**config.mk**
```make
export PLATFORM = sky130hd
export DESIGN_NAME = zstk_unit
export DESIGN_NICKNAME = d
export VERILOG_FILES = /design/src/rtl/zstk_pkg.sv /design/src/rtl/zstk_alu.sv /design/src/rtl/zstk_dpath.sv /design/src/rtl/zstk_ctrl.sv /design/src/rtl/zstk_unit.sv
export SDC_FILE = /design/constraint.sdc
export NUM_CORES = 2
export LEC_CHECK = 0
export ABC_AREA = 1
export ABC_CLOCK_PERIOD_IN_PS = 104300
export CAP_MARGIN = 20
export CORE_MARGIN = 2
export CORE_UTILIZATION = 50
export CTS_CLUSTER_SIZE = 20
export DETAILED_ROUTE_END_ITERATION = 12
export PLACE_DENSITY = 0.67
export SYNTH_ARGS = -nofsm -noshare
export SYNTH_HDL_FRONTEND = slang
export SYNTH_SLANG_ARGS = --single-unit
```
**constraint.sdc**
```tcl
create_clock -name clk -period 104.3 [get_ports clk]
set_clock_uncertainty 0.1 [all_clocks]
set_input_delay 20.86 -clock clk [delete_from_list [all_inputs] [get_ports clk]]
set_output_delay 20.86 -clock clk [all_outputs]
set_load 0.01 [all_outputs]
```
**src/rtl/zstk_pkg.sv**
```systemverilog
package zstk_pkg;

  typedef enum logic [2:0] {
    OP_NOP  = 3'd0,
    OP_PUSH = 3'd1,
    OP_POP  = 3'd2,
    OP_ADD  = 3'd3,
    OP_SUB  = 3'd4,
    OP_MUL  = 3'd5,
    OP_DIV  = 3'd6,
    OP_RSVD = 3'd7
  } opcode_e;

  typedef enum logic [1:0] {
    ALU_ADD = 2'd0,
    ALU_SUB = 2'd1,
    ALU_MUL = 2'd2,
    ALU_DIV = 2'd3
  } aluSel_e;

  // Strobes from control to datapath; at most one of the do* bits is high.
  typedef struct packed {
    logic    doPush;
    logic    doPop;
    logic    doReduce;
    aluSel_e aluSel;
  } stackCmd_t;

endpackage

```
**src/rtl/zstk_alu.sv**
```systemverilog
module zstk_alu
  import zstk_pkg::*;
#(
  parameter int DATA_W = 32
) (
  input  aluSel_e             aluSel,
  input  logic [DATA_W-1:0]   lhs,
  input  logic [DATA_W-1:0]   rhs,
  output logic [DATA_W-1:0]   result
);

  logic [DATA_W-1:0] quot;

  // The guard keeps the divider defined; control never commits a zero divisor.
  assign quot = (rhs == '0) ? '0 : (lhs / rhs);

  always_comb begin
    unique case (aluSel)
      ALU_ADD: result = lhs + rhs;
      ALU_SUB: result = lhs - rhs;
      ALU_MUL: result = lhs * rhs;
      ALU_DIV: result = quot;
      default: result = '0;
    endcase
  end

endmodule

```
**src/rtl/zstk_dpath.sv**
```systemverilog
module zstk_dpath
  import zstk_pkg::*;
#(
  parameter int DATA_W = 32,
  parameter int DEPTH  = 16,
  parameter int PTR_W  = $clog2(DEPTH + 2)
) (
  input  logic              clk,
  input  logic              rstN,
  input  stackCmd_t         cmd,
  input  logic [DATA_W-1:0] immData,
  output logic [PTR_W-1:0]  stackPtr,
  output logic [DATA_W-1:0] topVal
);

  localparam int IDX_W = (DEPTH > 1) ? $clog2(DEPTH) : 1;
  localparam logic [PTR_W-1:0] PTR_ONE = PTR_W'(1);
  localparam logic [PTR_W-1:0] PTR_TWO = PTR_W'(2);
  localparam logic [PTR_W-1:0] PTR_MAX = PTR_W'(DEPTH);

  logic [DATA_W-1:0] slotQ [DEPTH];
  logic [DATA_W-1:0] secondVal;
  logic [DATA_W-1:0] aluOut;
  logic [IDX_W-1:0]  topIdx;
  logic [IDX_W-1:0]  secIdx;

  assign topIdx    = IDX_W'(stackPtr - PTR_ONE);
  assign secIdx    = IDX_W'(stackPtr - PTR_TWO);
  assign topVal    = (stackPtr == '0) ? '0 : slotQ[topIdx];
  assign secondVal = (stackPtr < PTR_TWO) ? '0 : slotQ[secIdx];

  zstk_alu #(.DATA_W(DATA_W)) alu_i (
    .aluSel (cmd.aluSel),
    .lhs    (secondVal),
    .rhs    (topVal),
    .result (aluOut)
  );

  // Each slot has its own write enable: a push lands where the pointer points,
  // a reduction lands two below it (the old second entry).
  for (genvar i = 0; i < DEPTH; i++) begin : g_slot
    localparam logic [PTR_W-1:0] PUSH_AT   = PTR_W'(i);
    localparam logic [PTR_W-1:0] REDUCE_AT = PTR_W'(i + 2);
    logic [DATA_W-1:0] q;
    always_ff @(posedge clk) begin
      if (cmd.doPush && stackPtr == PUSH_AT) begin
        q <= immData;
      end else if (cmd.doReduce && stackPtr == REDUCE_AT) begin
        q <= aluOut;
      end
    end
    assign slotQ[i] = q;
  end

  always_ff @(posedge clk or negedge rstN) begin
    if (!rstN) begin
      stackPtr <= '0;
    end else if (cmd.doPush) begin
      stackPtr <= stackPtr + PTR_ONE;
    end else if (cmd.doPop || cmd.doReduce) begin
      stackPtr <= stackPtr - PTR_ONE;
    end
  end

  // a committed push shows the immediate word on top one cycle later.
  a_r2_push_lands: assert property (@(posedge clk) disable iff (!rstN)
    $past(cmd.doPush) |-> (topVal == $past(immData)));

  // a committed reduction shrinks the stack by one entry.
  a_r4_reduce_shrinks: assert property (@(posedge clk) disable iff (!rstN)
    $past(cmd.doReduce) |-> (stackPtr == $past(stackPtr) - PTR_ONE));

  // the pointer never passes the capacity.
  a_r6_ptr_bounded: assert property (@(posedge clk) disable iff (!rstN)
    stackPtr <= PTR_MAX);

endmodule

```
**src/rtl/zstk_ctrl.sv**
```systemverilog
module zstk_ctrl
  import zstk_pkg::*;
#(
  parameter int DATA_W = 32,
  parameter int DEPTH  = 16,
  parameter int PTR_W  = $clog2(DEPTH + 2)
) (
  input  logic              clk,
  input  logic              rstN,
  input  logic              opValid,
  input  logic [2:0]        opCode,
  input  logic [PTR_W-1:0]  stackPtr,
  input  logic [DATA_W-1:0] topVal,
  output stackCmd_t         cmd,
  output logic              ovfFlag,
  output logic              udfFlag,
  output logic              divZeroFlag
);

  localparam logic [PTR_W-1:0] PTR_MAX = PTR_W'(DEPTH);
  localparam logic [PTR_W-1:0] PTR_ONE = PTR_W'(1);
  localparam logic [PTR_W-1:0] PTR_TWO = PTR_W'(2);

  opcode_e op;
  logic    isPush, isPop, isBinary, isDiv;
  logic    ovfNow, udfNow, dzNow;

  assign op       = opcode_e'(opCode);
  assign isPush   = (op == OP_PUSH);
  assign isPop    = (op == OP_POP);
  assign isDiv    = (op == OP_DIV);
  assign isBinary = (op == OP_ADD) || (op == OP_SUB) || (op == OP_MUL) || isDiv;

  // Fault detection: capacity first, then operand count, then divisor.
  assign ovfNow = opValid && isPush && (stackPtr == PTR_MAX);
  assign udfNow = opValid && ((isPop && stackPtr < PTR_ONE) ||
                              (isBinary && stackPtr < PTR_TWO));
  assign dzNow  = opValid && isDiv && !udfNow && (topVal == '0);

  always_comb begin
    cmd          = '0;
    cmd.doPush   = opValid && isPush && !ovfNow;
    cmd.doPop    = opValid && isPop && !udfNow;
    cmd.doReduce = opValid && isBinary && !udfNow && !dzNow;
    unique case (op)
      OP_SUB:  cmd.aluSel = ALU_SUB;
      OP_MUL:  cmd.aluSel = ALU_MUL;
      OP_DIV:  cmd.aluSel = ALU_DIV;
      default: cmd.aluSel = ALU_ADD;
    endcase
  end

  // Flags describe the last accepted instruction and hold while idle.
  always_ff @(posedge clk or negedge rstN) begin
    if (!rstN) begin
      ovfFlag     <= 1'b0;
      udfFlag     <= 1'b0;
      divZeroFlag <= 1'b0;
    end else if (opValid) begin
      ovfFlag     <= ovfNow;
      udfFlag     <= udfNow;
      divZeroFlag <= dzNow;
    end
  end

  // overflow leaves the pointer where it was.
  a_r6_ovf_freezes: assert property (@(posedge clk) disable iff (!rstN)
    ovfFlag |-> $stable(stackPtr));

  // underflow leaves the pointer where it was.
  a_r7_udf_freezes: assert property (@(posedge clk) disable iff (!rstN)
    udfFlag |-> $stable(stackPtr));

  // divide by zero keeps both operands in place.
  a_r8_dz_freezes: assert property (@(posedge clk) disable iff (!rstN)
    divZeroFlag |-> ($stable(stackPtr) && $stable(topVal)));

  // faults are mutually exclusive.
  a_r9_one_fault: assert property (@(posedge clk) disable iff (!rstN)
    $onehot0({ovfFlag, udfFlag, divZeroFlag}));

  // flags hold across idle cycles.
  a_r9_flags_hold: assert property (@(posedge clk) disable iff (!rstN)
    !$past(opValid) |-> ($stable(ovfFlag) && $stable(udfFlag) && $stable(divZeroFlag)));

  // an idle cycle leaves the stack untouched.
  a_r10_idle_stable: assert property (@(posedge clk) disable iff (!rstN)
    !$past(opValid) |-> ($stable(stackPtr) && $stable(topVal)));

  // an allowed pop lowers the pointer by one.
  a_r3_pop_lowers: assert property (@(posedge clk) disable iff (!rstN)
    $past(opValid && opCode == OP_POP && stackPtr != '0) |->
      (stackPtr == $past(stackPtr) - PTR_ONE));

endmodule

```
**src/rtl/zstk_unit.sv**
```systemverilog
module zstk_unit
  import zstk_pkg::*;
#(
  parameter int DATA_W = 32,
  parameter int DEPTH  = 16,
  localparam int PTR_W = $clog2(DEPTH + 2)
) (
  input  logic              clk,
  input  logic              rstN,
  input  logic              opValid,
  input  logic [2:0]        opCode,
  input  logic [DATA_W-1:0] immData,
  output logic [DATA_W-1:0] topData,
  output logic [PTR_W-1:0]  stackPtr,
  output logic              ovfFlag,
  output logic              udfFlag,
  output logic              divZeroFlag
);

  stackCmd_t         cmd;
  logic [PTR_W-1:0]  ptrQ;
  logic [DATA_W-1:0] topQ;

  zstk_ctrl #(.DATA_W(DATA_W), .DEPTH(DEPTH), .PTR_W(PTR_W)) ctrl_i (
    .clk         (clk),
    .rstN        (rstN),
    .opValid     (opValid),
    .opCode      (opCode),
    .stackPtr    (ptrQ),
    .topVal      (topQ),
    .cmd         (cmd),
    .ovfFlag     (ovfFlag),
    .udfFlag     (udfFlag),
    .divZeroFlag (divZeroFlag)
  );

  zstk_dpath #(.DATA_W(DATA_W), .DEPTH(DEPTH), .PTR_W(PTR_W)) dpath_i (
    .clk      (clk),
    .rstN     (rstN),
    .cmd      (cmd),
    .immData  (immData),
    .stackPtr (ptrQ),
    .topVal   (topQ)
  );

  assign stackPtr = ptrQ;
  assign topData  = topQ;

endmodule

```
==> flow_metrics.py <==
metrics = {
    "run_status": {
        "status": "finished, final reports clean",
    },
    "synthesis": {
        "async_flop_share_pct": 1.538,
        "ys_ff_latch": 520,
        "yosysTopAreaCell": "edfxtp_1",
        "synth_cells": 10650,
        "yosys-top-cells-count": "nand2_1, inv_1, o21ai_0",
        "synthTopCellsByArea": "edfxtp_1, nand2_1, ha_1, fa_1, inv_1",
        "syn_nets": 11790,
        "syn-cell-area_mm2": 0.07525,
        "synth_top_cell_area_share_pct": 20.43,
        "avgSynthCellArea_um2": 7.068,
        "synth_warnings": 0,
        "synth-edff-count": 512,
        "ys_seq_area_share_pct": 20.70,
        "ys_types": 74,
        "synth_top_flop_cell": "edfxtp_1",
        "yosysMostFrequentCell": "nand2_1",
    },
    "cts": {
        "cts_tree": "yes",
        "cts_buffers": 48,
        "ctsHtreeMaxLevel": 2,
        "clockRootBuffer": "clkbuf_16",
        "cts_hold_buf": 0,
        "cts_buffer_depth": 3,
        "clk_pin_slew_ns": 0.07,
        "clock_sinks": 520,
        "insertion_delay_ns": 0.61,
    },
    "setup_path": {
        "cp_max_fo": 55,
        "end_kind": "flip-flop",
        "slowest_delay_ns": 0.58,
        "cp_slowest_cell": "dfrtp_4",
        "startpoint_type": "flip-flop",
        "r2r_slack_ns": 10.68,
        "reg2reg_to": "dpath_i.g_slot[8].q[0]$_DFFE_PP_",
        "criticalPathCategory": "flip-flop to flip-flop",
        "crit_arrival_ns": 93.83,
        "required_ns": 104.51,
        "worstRegToRegCells": 693,
        "cpMostUsedCell": "nand2_1",
        "rr_startpoint": "dpath_i.stackPtr[1]$_DFFE_PN0P_",
    },
    "worst_hold_path": {
        "min_from": "ctrl_i.divZeroFlag$_DFFE_PN0P_",
        "min_delay_worst_endpoint": "ctrl_i.divZeroFlag$_DFFE_PN0P_",
        "hold_path.class": "flip-flop to flip-flop",
        "worstHoldPathCells": 2,
    },
    "drt": {
        "drc": 0,
        "wl_mm": 293.9,
        "wire_per_inst_um": 23.50,
        "viasPerCell": 5.940,
        "ant_nets": 0,
        "via_count": 74270,
        "drt-pass1-iter-count": 7,
        "drtIter0Drc": 9253,
    },
    "floorplan": {
        "core.rowCount": 142,
        "io_pins": 78,
        "die-area_mm2": 0.1536,
        "start_util_pct": 50.30,
        "die_w_um": 391.9,
        "die_h_um": 391.9,
        "core-area_mm2": 0.1496,
    },
    "placement": {
        "routabilityCongestion": 1.027,
        "place_area_mm2": 0.07739,
        "port_buffers": 77,
        "hpwl_mm": 200.6,
    },
    "global_routing": {
        "grt_max_degree": 214,
        "antenna_found_initial": 6,
        "grt_pass1_vias": 70200,
        "grt.total_usage_pct": 37.30,
        "overflow": 0,
        "grt_pass1_wl_mm": 431.3,
    },
    "finish": {
        "final_nets": 11590,
        "syn2layout_area_growth_pct": 6.230,
        "drive_gt1_share_pct": 6.723,
        "stdcell_area_mm2": 0.07994,
    },
    "timing": {
        "max_freq_mhz": 10.68,
        "slew_headroom_pct": 18.26,
        "finalCriticalPeriod_ns": 93.62,
        "period_share_pct": 89.76,
        "worst_pin_slew_ns": 1.213,
        "slew_viol_final": 0,
        "final-setup-viol-count": 0,
        "final_hold_viol_count": 0,
        "setup-tns-final_ns": 0,
    },
    "run": {
        "max-cap-violations": 0,
    },
}
[worst max path at each step]
stage,from,endpoint,cells past startpoint,slack [ns]
6_report,dpath_i.stackPtr[1]$_DFFE_PN0P_,dpath_i.g_slot[8].q[0]$_DFFE_PP_,693,10.68
3_3_place_gp,dpath_i.stackPtr[0]$_DFFE_PN0P_,dpath_i.g_slot[13].q[0]$_DFFE_PP_,692,3.60
2_1_floorplan,dpath_i.stackPtr[0]$_DFFE_PN0P_,dpath_i.g_slot[10].q[0]$_DFFE_PP_,1172,21.43
4_1_cts,dpath_i.stackPtr[0]$_DFFE_PN0P_,dpath_i.g_slot[12].q[0]$_DFFE_PP_,691,0.13
5_1_grt,dpath_i.stackPtr[1]$_DFFE_PN0P_,dpath_i.g_slot[1].q[0]$_DFFE_PP_,922,-0.14
3_5_place_dp,dpath_i.stackPtr[0]$_DFFE_PN0P_,dpath_i.g_slot[12].q[0]$_DFFE_PP_,691,0.02
[state kept, by name, indices dropped and copies added, names as in the netlist]
signal              cells
dpath_i.stackPtr        5
ctrl_i.ovfFlag          1
dpath_i.g_slot.q      512
ctrl_i.udfFlag          1
ctrl_i.divZeroFlag      1
[per-stage QoR]
step           util (%)  setup slack, ns  hold slack (ns)  cells
2_1_floorplan         -            21.43           0.4164  10650
3_3_place_gp      51.73            3.604           0.3990  12370
3_5_place_dp      51.73          0.01743           0.3832  12370
4_1_cts           52.79           0.1315           0.4197  12450
5_1_grt           53.43          -0.1371           0.4488  12500
6_report          53.44            10.68           0.4203  12500
[layout by cell type, fill, tap and decap left out, drive strengths merged, types with 11 or more instances in the layout]
cell type,Yosys,layout
a211oi,16,16
a21boi,11,11
a21o,27,27
a21oi,574,574
a31oi,17,17
and2,12,12
buf,240,222
clkbuf,315,60
clkdlybuf4s50,0,77
clkinv,24,41
clkinvlp,0,11
edfxtp,512,512
fa,409,409
ha,697,697
inv,1503,1499
nand2,2853,2858
nand3,689,690
nand4,34,34
nor2,645,645
nor3,30,30
o211ai,90,90
o21ai,1149,1149
o21bai,65,65
o221ai,89,89
o22ai,30,30
o31ai,17,17
or2,100,100
xnor2,165,165
xor2,266,266
[routing by layer]
layer  GRT usage (%)  share of wire, %
met5               0             0.021
met4           24.38               8.2
met3           7.599                12
met2           58.18                43
met1           46.84                37
[cell type report]
class	count	area (um^2)
fill	14430	69660
multi-input combinational	8050	51720
sequential	520	15580
inverter	1527	5794
timing repair buffer	299	2700
tap	2016	2522
clock buffer	60	1267
clock inverter	27	316.6
timing repair inverter	4	32.53
antenna	1	2.502
[worst max-delay path, delay by kind of cell, from the launching register on]
family                     cells  cell delay [ns]
AOI/OAI and AO/OA            238            40.89
adders and majority gates     32             9.62
buffers and inverters         92             9.02
DFF                            1             0.58
and+or+nand+nor              331            32.78
[repair_timing]
| action | 4_1_cts | 5_1_grt |
|---|---|---|
| pin swaps | 0 | 9 |
| resized for setup | 1 | 132 |
| cloned | 0 | 10 |
| endpoints found under the setup margin | 16 | 64 |
| setup buffers | 0 | 41 |
[cell families (layout without fill, tap and decap cells)]
logic type      after synthesis  after routing  synth area share, %
compound gates             2126           2126                15.87
flops                       520            520                20.70
other cells                   0              1                    0
buf+inv                    2082           1917                11.26
fa+ha+maj                  1106           1106                22.47
mux                           1              1              0.02993
simple gates               4380           4386                24.61
xor+xnor                    431            431                5.066
Power is not shown: default switching activity piles up to over one toggle a cycle in this logic, so the estimate is an artifact.
